[src/rtl/bcs_pkg.sv]
package bcs_pkg;
    typedef enum logic [1:0] {
        KIND_FETCH = 2'd0,
        KIND_READ  = 2'd1,
        KIND_WRITE = 2'd2,
        KIND_NONE  = 2'd3
    } bus_kind_e;

    typedef enum logic [2:0] {
        PH_IDLE,
        PH_T1,
        PH_T2,
        PH_TW,
        PH_T3,
        PH_T4
    } bus_phase_e;

    typedef struct packed {
        logic rd;
        logic wr;
        logic done;
        logic capture;
        logic load_ir;
        logic pc_step;
    } seq_ctl_t;

    function automatic logic kind_starts(input bus_kind_e k);
        return (k != KIND_NONE);
    endfunction
endpackage

[src/rtl/bcs_sequencer.sv]
module bcs_sequencer
    import bcs_pkg::*;
(
    input  logic      clk,
    input  logic      rst,
    input  logic      req_valid,
    input  bus_kind_e req_kind,
    input  logic      mem_ready,
    output logic      accept,
    output seq_ctl_t  ctl
);
    bus_phase_e phase_q, phase_d;
    bus_kind_e  kind_q;

    assign accept = (phase_q == PH_IDLE) && req_valid && kind_starts(req_kind);

    always_comb begin
        phase_d = phase_q;
        case (phase_q)
            PH_IDLE: if (accept) phase_d = PH_T1;
            PH_T1:   phase_d = PH_T2;
            PH_T2:   phase_d = mem_ready ? PH_T3 : PH_TW;
            PH_TW:   phase_d = mem_ready ? PH_T3 : PH_TW;
            PH_T3:   phase_d = (kind_q == KIND_FETCH) ? PH_T4 : PH_IDLE;
            PH_T4:   phase_d = PH_IDLE;
            default: phase_d = PH_IDLE;
        endcase
    end

    always_ff @(posedge clk) begin
        if (rst) begin
            phase_q <= PH_IDLE;
            kind_q  <= KIND_NONE;
        end else begin
            phase_q <= phase_d;
            if (accept) kind_q <= req_kind;
        end
    end

    logic on_bus;
    assign on_bus = (phase_q == PH_T2) || (phase_q == PH_TW) || (phase_q == PH_T3);

    always_comb begin
        ctl.rd      = on_bus && (kind_q != KIND_WRITE);
        ctl.wr      = on_bus && (kind_q == KIND_WRITE);
        ctl.done    = ((phase_q == PH_T3) && (kind_q != KIND_FETCH)) || (phase_q == PH_T4);
        ctl.capture = (phase_q == PH_T3) && (kind_q != KIND_WRITE);
        ctl.load_ir = (phase_q == PH_T3) && (kind_q == KIND_FETCH);
        ctl.pc_step = (phase_q == PH_T3) && (kind_q == KIND_FETCH);
    end
endmodule

[src/rtl/bcs_datapath.sv]
module bcs_datapath
    import bcs_pkg::*;
#(
    parameter int ADDR_W = 16,
    parameter int DATA_W = 8,
    parameter logic [ADDR_W-1:0] RESET_PC = '0
) (
    input  logic              clk,
    input  logic              rst,
    input  logic              accept,
    input  bus_kind_e         req_kind,
    input  logic [ADDR_W-1:0] req_addr,
    input  logic [DATA_W-1:0] req_wdata,
    input  seq_ctl_t          ctl,
    input  logic [DATA_W-1:0] mem_rdata,
    output logic [ADDR_W-1:0] addr_q,
    output logic [DATA_W-1:0] wdata_q,
    output logic [DATA_W-1:0] data_q,
    output logic [DATA_W-1:0] ir_q,
    output logic [ADDR_W-1:0] pc_q
);
    localparam logic [ADDR_W-1:0] PC_ONE = ADDR_W'(1);

    always_ff @(posedge clk) begin
        if (rst) begin
            addr_q  <= '0;
            wdata_q <= '0;
            data_q  <= '0;
            ir_q    <= '0;
            pc_q    <= RESET_PC;
        end else begin
            if (accept) begin
                addr_q  <= (req_kind == KIND_FETCH) ? pc_q : req_addr;
                wdata_q <= req_wdata;
            end
            if (ctl.capture) data_q <= mem_rdata;
            if (ctl.load_ir) ir_q   <= mem_rdata;
            if (ctl.pc_step) pc_q   <= pc_q + PC_ONE;
        end
    end
endmodule

[src/rtl/bus_cycle_seq.sv]
module bus_cycle_seq
    import bcs_pkg::*;
#(
    parameter int ADDR_W = 16,
    parameter int DATA_W = 8,
    parameter logic [ADDR_W-1:0] RESET_PC = '0
) (
    input  logic              clk,
    input  logic              rst,
    input  logic              req_valid,
    input  logic [1:0]        req_kind,
    input  logic [ADDR_W-1:0] req_addr,
    input  logic [DATA_W-1:0] req_wdata,
    output logic [ADDR_W-1:0] mem_addr,
    input  logic [DATA_W-1:0] mem_rdata,
    output logic [DATA_W-1:0] mem_wdata,
    output logic              mem_rd,
    output logic              mem_wr,
    input  logic              mem_ready,
    output logic              done,
    output logic [DATA_W-1:0] rd_byte,
    output logic [DATA_W-1:0] ir_out,
    output logic [ADDR_W-1:0] pc_out
);
    bus_kind_e kind_in;
    logic      accept;
    seq_ctl_t  ctl;

    assign kind_in = bus_kind_e'(req_kind);

    bcs_sequencer u_seq (
        .clk       (clk),
        .rst       (rst),
        .req_valid (req_valid),
        .req_kind  (kind_in),
        .mem_ready (mem_ready),
        .accept    (accept),
        .ctl       (ctl)
    );

    bcs_datapath #(
        .ADDR_W   (ADDR_W),
        .DATA_W   (DATA_W),
        .RESET_PC (RESET_PC)
    ) u_dp (
        .clk       (clk),
        .rst       (rst),
        .accept    (accept),
        .req_kind  (kind_in),
        .req_addr  (req_addr),
        .req_wdata (req_wdata),
        .ctl       (ctl),
        .mem_rdata (mem_rdata),
        .addr_q    (mem_addr),
        .wdata_q   (mem_wdata),
        .data_q    (rd_byte),
        .ir_q      (ir_out),
        .pc_q      (pc_out)
    );

    assign mem_rd = ctl.rd;
    assign mem_wr = ctl.wr;
    assign done   = ctl.done;
endmodule

[config.mk]
export PLATFORM = sky130hd
export DESIGN_NAME = bus_cycle_seq
export DESIGN_NICKNAME = d
export VERILOG_FILES = /design/src/rtl/bcs_pkg.sv /design/src/rtl/bcs_sequencer.sv /design/src/rtl/bcs_datapath.sv /design/src/rtl/bus_cycle_seq.sv
export SDC_FILE = /design/constraint.sdc
export NUM_CORES = 1
export LEC_CHECK = 0
export BUFFER_PORTS_ARGS = -buffer_cell sky130_fd_sc_hd__buf_2
export CAP_MARGIN = 0
export CORE_MARGIN = 8
export CORE_UTILIZATION = 49
export CTS_CLUSTER_SIZE = 20
export DETAILED_ROUTE_END_ITERATION = 8
export GPL_ROUTABILITY_DRIVEN = 0
export MAX_ROUTING_LAYER = met4
export PLACE_DENSITY = 0.91
export SLEW_MARGIN = 20
export SYNTH_ARGS = -nofsm -noshare
export SYNTH_HDL_FRONTEND = slang
export SYNTH_SLANG_ARGS = --single-unit
export TNS_END_PERCENT = 1
[constraint.sdc]
create_clock -name clk -period 2.2 [get_ports clk]
set_input_delay 0.22 -clock clk [delete_from_list [all_inputs] [get_ports clk]]
set_output_delay 0.22 -clock clk [all_outputs]
set_load 0.01 [all_outputs]
==> impl_results.md <==
- Cell Rows: 26
- Vias in the first global route: 2573
- Relative slew slack: 0.538
- Clock Latency Late Sink: 330 ps
- Worst-Margin Slew: 694 ps
- Share of cells above drive strength 1: 0.312
- FMAX: 539 MHz
- GR Overflow Total: 0
- Synth-to-Final Area Change: 30.0%
- Final min period: 1860 ps
- Final setup TNS: 0 ps
- CTS tree: built
- # resized after CTS: 0
- Cell area after synthesis: 2590 sq um
- R2R cell count: 5
- Post-DP Area: 3130 sq um
- FF-to-FF Start: u_seq.phase_q[2]
- Hold_buf cts: 0
- Critical path class: flip-flop to output port
- Crit. Startpoint: u_seq.phase_q[2]
- Main synth FF type: dfxtp_1
- Sequential element share of the synthesized area: 0.472
- Die height: 88.7 um
- Core Area: 5110 sq um
- Worst EP arrival: 1640 ps
- DR DRC count: 0
- Commonest non-fill, non-tap cells in the layout: buf_2, nand2_1, dfxtp_1
- Worst Hold Path Cells: 3
- Syn Nets: 356
- Initial antenna violation count: 0
- Nature of the critical path endpoint: output port
- Drt first-iter violations: 159
- Worst-path maximum fanout: 13
- Nets@finish: 451
- Skew final: 7.95 ps
- VDD IR-drop max: 0.469 mV
- DP HPWL: 5330 um
- Total Routing Usage GR: 0.192
- PwrDens: 825 nW/um^2
- TritonRoute pass-1 iters: 4
- Ant diodes: 0
- Largest net degree at the start of global routing: 40
- Post-synth cell types: 37
- TritonCTS Sinks: 61
- WL/cell: 14.6 um
- Initial Utilization: 0.506
- Final period util: 0.844
- H-tree Lvls: 3
- Root buf cell: clkbuf_8
- Avg Inst Size Synth: 8.16 sq um
- Status: finished, final reports clean
- Post-CTS Setup Bufs: 0
- Post-synthesis cell count: 317
- Antenna Nets Post-Route: 0
- Beginning of the worst hold path: req_wdata[5]
- Worst Hold Class: primary input to flip-flop
- Max clock buf depth: 2
- Critical Path RT: 1980 ps
- Final Routed Wirelength: 7100 um
- Area of the die: 7860 sq um
- Most common cell after layout, fill and taps aside: buf_2
- Overall power: 2.78 mW
- Yosys reg bits: 61
- Synth async-reset ratio: 0
- Clk slew on worst S/H paths: 70 ps
- Design Area, Final: 3360 sq um
- Max cap viols: 0
- Critical Path Source Type: flip-flop
- Max-slew violation count: 0
- Count of flip-flops with a built-in enable after synthesis: 0
- Final Hold Violating Endpoints: 0
- Setup violations, final: 0
- I/O Buffers: 96
- Fill count: 420
- Num CTS Buffers: 9
- Synth warn: 0
- Count of boundary I/O pins: 97
- RSZ-0062 raised after global routing: false
- Leakage: 1.47 nW
- DR vias: 2603
- First-pass GRT wire length: 11700 um
- Vias per inst: 5.34
- Die X: 88.7 um
[cell families (layout without fill, tap and decap cells)]
kind of cell / after synthesis / after routing / share of synthesized area
DFF: 61 / 61 / 0.472
muxes: 3 / 3 / 0.0131
and+or+nand+nor: 147 / 147 / 0.270
adders and majority gates: 1 / 1 / 0.00484
buffers and inverters: 24 / 124 / 0.0416
AOI/OAI and AO/OA: 71 / 71 / 0.164
xor gates and xnor gates: 10 / 10 / 0.0339
[final cells by class]
cell class	instances	area, sq um	area share
sequential	61	1220	0.363
multi-input combinational	232	1260	0.374
clock inverter	7	114	0.0339
clock buffer	9	124	0.0368
tap	70	87.6	0.0260
timing repair buffer	105	548	0.163
inverter	3	11.3	0.00335
[layer usage]
| metal | track usage | routed length [um] |
|---|---|---|
| met1 | 0.228 | 3040 |
| met2 | 0.290 | 3220 |
| met3 | 0.0566 | 780 |
| met4 | 0.0922 | 58 |
| met5 | - | 0 |
[power breakdown]
| part | internal [mW] | switching (mW) |
|---|---|---|
| combinational | 0.157 | 0.225 |
| sequential | 1.18 | 0.0483 |
| clock | 0.748 | 0.420 |
[final timing paths]
path                      to  slack [ps]
max                   mem_rd         340
min          u_dp.wdata_q[5]         130
max reg2reg     u_dp.pc_q[0]         450
min reg2reg     u_dp.ir_q[1]         460
[worst max-delay path: stages, from the launching register on]
cell and delay, ps:
dfxtp_1 480, nor3b_2 270, buf_4 230, nor2_1 80, a21oi_1 100, buf_2 150
[state kept, by name, indices dropped and copies added (netlist names)]
| register | count |
|---|---|
| u_dp.addr_q | 16 |
| u_dp.pc_q | 16 |
| u_dp.data_q | 8 |
| u_dp.ir_q | 8 |
| u_dp.wdata_q | 8 |
| u_seq.phase_q | 3 |
| u_seq.kind_q | 2 |
[cell usage after synthesis, types with 4 or more instances]
cell type  number  area (sq um)
nand4_1         5          31.3
a311oi_1       16           140
buf_2           7          35.0
nand3_1        13          65.1
xnor2_1         5          43.8
clkbuf_1       11          41.3
nor2_1         36           135
o21ai_0        19          95.1
nand2_1        66           248
xor2_1          5          43.8
a21oi_1        33           165
nor2b_1         4          25.0
dfxtp_1        61          1220
[metrics by stage]
| stage | utilization | cells | setup WS [ps] | hold WS, ps |
|---|---|---|---|---|
| finish | 0.659 | 487 | 344 | 125 |
| global route | 0.659 | 487 | 240 | 118 |
| CTS | 0.659 | 487 | 347 | 108 |
| detailed placement | 0.612 | 471 | 489 | 450 |
| global placement | 0.612 | 471 | 531 | 439 |
| floorplan | - | 317 | 548 | 356 |
Power figures use the tool's default switching activity.
